File: src/rtl/maxsel_pkg.sv
package maxsel_pkg;

  // Decision state carried from a more significant slice to the next one down.
  typedef enum logic [1:0] {
    ST_EQ = 2'b00,
    ST_B  = 2'b01,
    ST_A  = 2'b10
  } cmp_state_t;

  // One column of the two-bit maximum table, indexed by {a1,a0,b1,b0}.
  function automatic logic [15:0] max2_column(input int unsigned bit_sel);
    logic [15:0] col;
    logic [1:0]  av, bv, mv;
    col = '0;
    for (int unsigned idx = 0; idx < 16; idx++) begin
      av = 2'(idx >> 2);
      bv = 2'(idx);
      mv = (av > bv) ? av : bv;
      col[idx] = mv[bit_sel];
    end
    return col;
  endfunction

endpackage

File: src/rtl/maxsel_cell.sv
module maxsel_cell
  import maxsel_pkg::*;
(
  input  logic       a_bit,
  input  logic       b_bit,
  input  cmp_state_t st_in,
  output logic       c_bit,
  output cmp_state_t st_out
);

  always_comb begin
    c_bit  = a_bit;
    st_out = st_in;
    unique case (st_in)
      ST_A: c_bit = a_bit;
      ST_B: c_bit = b_bit;
      default: begin
        c_bit = a_bit | b_bit;
        if (a_bit && !b_bit)      st_out = ST_A;
        else if (!a_bit && b_bit) st_out = ST_B;
        else                      st_out = ST_EQ;
      end
    endcase
  end

  // Guards on the slice state and on the output selection.
  always_comb begin
    if (st_in != 2'b11) begin
      assert_state_legal_R8: assert (st_out != 2'b11);
    end
    if (st_in == ST_A || st_in == ST_B) begin
      assert_decision_kept_R3: assert (st_out == st_in);
    end
  end

endmodule

File: src/rtl/maxsel_sop2.sv
module maxsel_sop2 (
  input  logic [1:0] a_pair,
  input  logic [1:0] b_pair,
  output logic [1:0] m_pair
);

  logic a1, a0, b1, b0;

  always_comb begin
    {a1, a0} = a_pair;
    {b1, b0} = b_pair;
    m_pair[1] = a1 | b1;
    m_pair[0] = (b1 & b0) | (a1 & a0) | (~a1 & b0) | (a0 & ~b1);
  end

endmodule

File: src/rtl/maxsel_lut2.sv
module maxsel_lut2
  import maxsel_pkg::*;
(
  input  logic [1:0] a_pair,
  input  logic [1:0] b_pair,
  output logic [1:0] m_pair
);

  logic [3:0] sel_idx;
  assign sel_idx = {a_pair, b_pair};

  // One 16-way single-bit selector per output bit, with constant data inputs.
  for (genvar g = 0; g < 2; g++) begin : g_col
    localparam logic [15:0] TABLE = max2_column(g);
    assign m_pair[g] = TABLE[sel_idx];
  end

endmodule

File: src/rtl/maxsel_chain.sv
module maxsel_chain
  import maxsel_pkg::*;
#(
  parameter int unsigned WIDTH = 8
) (
  input  logic [WIDTH-1:0] a_in,
  input  logic [WIDTH-1:0] b_in,
  output logic [WIDTH-1:0] max_out,
  output logic [1:0]       hi_sop_out,
  output logic [1:0]       hi_lut_out
);

  localparam int unsigned TOP = WIDTH - 1;
  localparam int unsigned HI2 = WIDTH - 2;

  // st_link[k] enters the slice for bit TOP-k; st_link[0] is the top entry.
  cmp_state_t st_link [WIDTH+1];

  assign st_link[0] = ST_EQ;

  for (genvar k = 0; k < WIDTH; k++) begin : g_slice
    maxsel_cell u_cell (
      .a_bit  (a_in[TOP-k]),
      .b_bit  (b_in[TOP-k]),
      .st_in  (st_link[k]),
      .c_bit  (max_out[TOP-k]),
      .st_out (st_link[k+1])
    );
  end

  maxsel_sop2 u_sop2 (
    .a_pair (a_in[TOP:HI2]),
    .b_pair (b_in[TOP:HI2]),
    .m_pair (hi_sop_out)
  );

  maxsel_lut2 u_lut2 (
    .a_pair (a_in[TOP:HI2]),
    .b_pair (b_in[TOP:HI2]),
    .m_pair (hi_lut_out)
  );

  // Port-level guards.
  always_comb begin
    assert_pick_operand_R1: assert (max_out == a_in || max_out == b_in);
    assert_not_below_R1:    assert (max_out >= a_in && max_out >= b_in);
    assert_top_or_R4:       assert (max_out[TOP] == (a_in[TOP] | b_in[TOP]));
    assert_sop_match_R5:    assert (hi_sop_out == max_out[TOP:HI2]);
    assert_lut_match_R6:    assert (hi_lut_out == max_out[TOP:HI2]);
    assert_equal_end_R2:    assert ((st_link[WIDTH] == ST_EQ) == (a_in == b_in));
  end

endmodule

File: config.mk
export PLATFORM = sky130hd
export DESIGN_NAME = maxsel_chain
export DESIGN_NICKNAME = d
export VERILOG_FILES = /design/src/rtl/maxsel_pkg.sv /design/src/rtl/maxsel_cell.sv /design/src/rtl/maxsel_sop2.sv /design/src/rtl/maxsel_lut2.sv /design/src/rtl/maxsel_chain.sv
export SDC_FILE = /design/constraint.sdc
export NUM_CORES = 1
export LEC_CHECK = 0
export BUFFER_PORTS_ARGS = -buffer_cell sky130_fd_sc_hd__buf_2
export CELL_PAD_IN_SITES_DETAIL_PLACEMENT = 0
export CELL_PAD_IN_SITES_GLOBAL_PLACEMENT = 2
export CORE_UTILIZATION = 25
export DETAILED_ROUTE_END_ITERATION = 8
export MAX_ROUTING_LAYER = met4
export PLACE_DENSITY = 0.86
export REMOVE_ABC_BUFFERS = 1
export SYNTH_ARGS = -nofsm -noshare
export SYNTH_HDL_FRONTEND = slang
export SYNTH_HIERARCHICAL = 1
export SYNTH_SLANG_ARGS = --single-unit
File: constraint.sdc
create_clock -name vclk -period 8.81
set_clock_uncertainty 0.2 [all_clocks]
set_input_delay 1.762 -clock vclk [all_inputs]
set_output_delay 1.762 -clock vclk [all_outputs]
set_load 0.01 [all_outputs]
# Word-level counts from Yosys, hierarchy flattened
# Memory sizes are Yosys's and may differ from the RTL's.
# Cells that the tools add are included.
dict set report classes {
  n_lt_le_gt_ge 1
  eq_ne 14
  muxes 29
  n_bitwise 17
  n_reduce_logical 34
}
# op count
set ops {}
lappend ops {{$mux 2} 13}
lappend ops {{$eq 2x1->1 const B} 7}
lappend ops {{$eq 2x2->1 const B} 7}
lappend ops {{$logic_and 1x1->1} 14}
lappend ops {{$logic_not 1->1} 14}
lappend ops {{$pmux 1 s2} 7}
lappend ops {{$reduce_or 2->1} 6}
lappend ops {{$or 1x1->1} 11}
lappend ops {{$mux 1} 9}
lappend ops {{$lt 4x5->1 const B} 1}
lappend ops {{$and 1x1->1} 4}
lappend ops {{$not 1->1} 2}
dict set report totals {
  regBits 0
  mem_bits_ro 32
  inputBits 16
  out_inout_bits 12
  wordCells 97
  n_memories 2
}
# name depth width rd rd_ports_with_merged_regs write_ports line_no
set mem_list {}
lappend mem_list {{(no name shown)} 16 1 1 0 0 maxsel_lut2.sv:15} ;# assign m_pair[g] = TABLE[sel_idx];
lappend mem_list {{(no name shown)} 16 1 1 0 0 maxsel_lut2.sv:15}

# Longest topological paths before layout
dict set report depth {
  ltp_word 24
  depth_mapped 32
  ltp_nobuf 32
}

# Hierarchy
# The synthesis kept the hierarchy.
# module instances cells_each area_each_um2
set by_module_without_submodules {}
lappend by_module_without_submodules {maxsel_cell 8 11 71.3}
lappend by_module_without_submodules {maxsel_lut2 1 5 26.3}
lappend by_module_without_submodules {maxsel_sop2 1 5 26.3}
lappend by_module_without_submodules {maxsel_chain 1 1 3.8}

# Least setup slack after synthesis
# Ideal clock, no wire load.
dict set report synth_timing {
  path_kind {input port to output port}
  start {input port a_in[7]}
  end {output port max_out[0]}
  arrival_time_ps 6400
  required_ps 6848
  setup_slack_ps 448
  path_stages 24
  path_buffers 0
  cell_sequence {nand3b_1 -> o21ai_0 -> inv_1 -> ha_1 -> o21ai_0 -> inv_1 -> ha_1 -> o21ai_0 -> inv_1 -> ha_1 -> o21ai_0 -> inv_1 -> ha_1 -> o21ai_0 -> inv_1 -> ha_1 -> o21ai_0 -> inv_1 -> ha_1 -> o21ai_0 -> inv_1 -> ha_1 -> o21ai_0 -> nand2_1}
}
# item line_no
set synth_lines {}
lappend synth_lines {{start, declared} maxsel_chain.sv:6} ;# input logic [WIDTH-1:0] a_in,
lappend synth_lines {{end, declared} maxsel_chain.sv:8} ;# output logic [WIDTH-1:0] max_out,

==> reports/qor.csv <==
metric;value;unit
vias;759;
layout_commonest_cell;buf_2;
area_growth;59.0;%
dieWidth;51.1;um
critPathMostFrequentCell;nand3b_1;
p_total;188;uW
required;6.85;ns
grt_pass1_wl;2.29;mm
status;finished clean;
avgSynthCellArea;6.34;um2
clockBufferCount;0;
worst_setup_path_start_kind;primary input;
final_antenna_net_count;0;
max_stage_delay;0.30;ns
grt_max_degree;8;
critical_path_arrival;6.39;ns
start_util;26.9;%
io_pins;28;
numPortBuffers;28;
netlist_instances;95;
grt-ovfl-total;0;
post-place-ws;-0.158;ns
ctsHoldBuffers;0;
worst_slack;0.462;ns
worstSetupPathType;in -> out;
fmax;0.120;GHz
grt_pass1_vias;625;
slowest_stage;ha_4;
slew_violations;0;
first_pass_iters;4;
hold_viol_final;0;
ys_warn_count;6;
nets;172;
grt_usage;10.8;%
core-area;2230;um2
final_cell_mix;buf_2, o21ai_0, inv_1;
drive_gt1_share;35.5;%
crit_end;max_out[0];
wirelength;1.54;mm
endpoint_kind;output port;
drt_iter0_markers;8;
hold_path.class;in -> out;
die_y;51.1;um
drc;0;
viasPerCell;4.57;
seq_area;0;um2
fp.dieArea;2610;um2
rows;17;
n_fill_cell;239;
setup_viol;0;
period_needed;8.35;ns
gp_congestion;0.707;
power_density;196;nW/um2
min_period_over_period;94.8;%
syn-cell-area;602;um2
design.seq.count;0;
peakVddDrop;0.0733;mV
power.leakage;0.000445;uW
min_path_cells;4;
post_drt_wl_per_cell;9.30;um
dp_hpwl;1.23;mm
startpoint;a_in[7];
maxCapViolCount;0;
cp_max_fo;6;
antenna_found_initial;0;
n_antenna_cell;0;
layout make-up:
cell class | count | area [um2] | area share [%]
Multi-Input combinational cell | 82 | 632 | 66.0
Timing Repair Buffer | 40 | 230 | 24.1
Inverter | 16 | 60.1 | 6.27
Tap cell | 28 | 35.0 | 3.66
what timing repair did:
action,in CTS,in global routing
setup buffers,0,1
setup endpoints to repair,1,1
resized for setup,4,13
worst min-delay path by stage:
stage	startpoint	endpoint	slack, ns
3_5_place_dp	b_in[0]	max_out[0]	3.63
4_1_cts	b_in[0]	max_out[0]	3.63
5_1_grt	a_in[0]	max_out[0]	3.66
2_1_floorplan	a_in[7]	hi_lut_out[0]	3.40
6_report	a_in[0]	max_out[0]	3.61
3_3_place_gp	b_in[0]	max_out[0]	3.62
metrics by stage:
step / hold slack, ns / instances / TNS [ns] / utilization [%] / cell area, um2
after floorplan: 3.40 / 98 / 0 / - / 613
after global routing: 3.66 / 166 / -0.0120 / 42.9 / 957
after global placement: 3.62 / 165 / -0.00457 / 39.0 / 871
final: 3.61 / 166 / 0 / 42.9 / 957
after detailed placement: 3.63 / 165 / -0.158 / 39.0 / 871
after CTS: 3.63 / 165 / 0 / 39.0 / 871
layer usage:
metal | track usage, % | up-vias | part of all wire (%)
li1 | - | 408 | -
met1 | 11.9 | 339 | 43
met2 | 22.6 | 12 | 53
met3 | 0 | 0 | 3.2
met4 | 0 | 0 | 0
met5 | - | - | 0
worst max-delay path, delay by kind of cell:
family                   cells  cell delay [ns]
adder cells (fa/ha/maj)      7             2.08
buffers and inverters        9             0.95
AND/OR/NAND/NOR              8             0.70
AO/OA/AOI/OAI                8             0.91
power by group:
group | switching (uW) | leakage (uW) | internal, uW
clock network | 0 | 0 | 0
logic | 94.6 | 0.000445 | 93.5
registers | 0 | 0 | 0
Note: power is estimated with default switching activity, not from simulation.
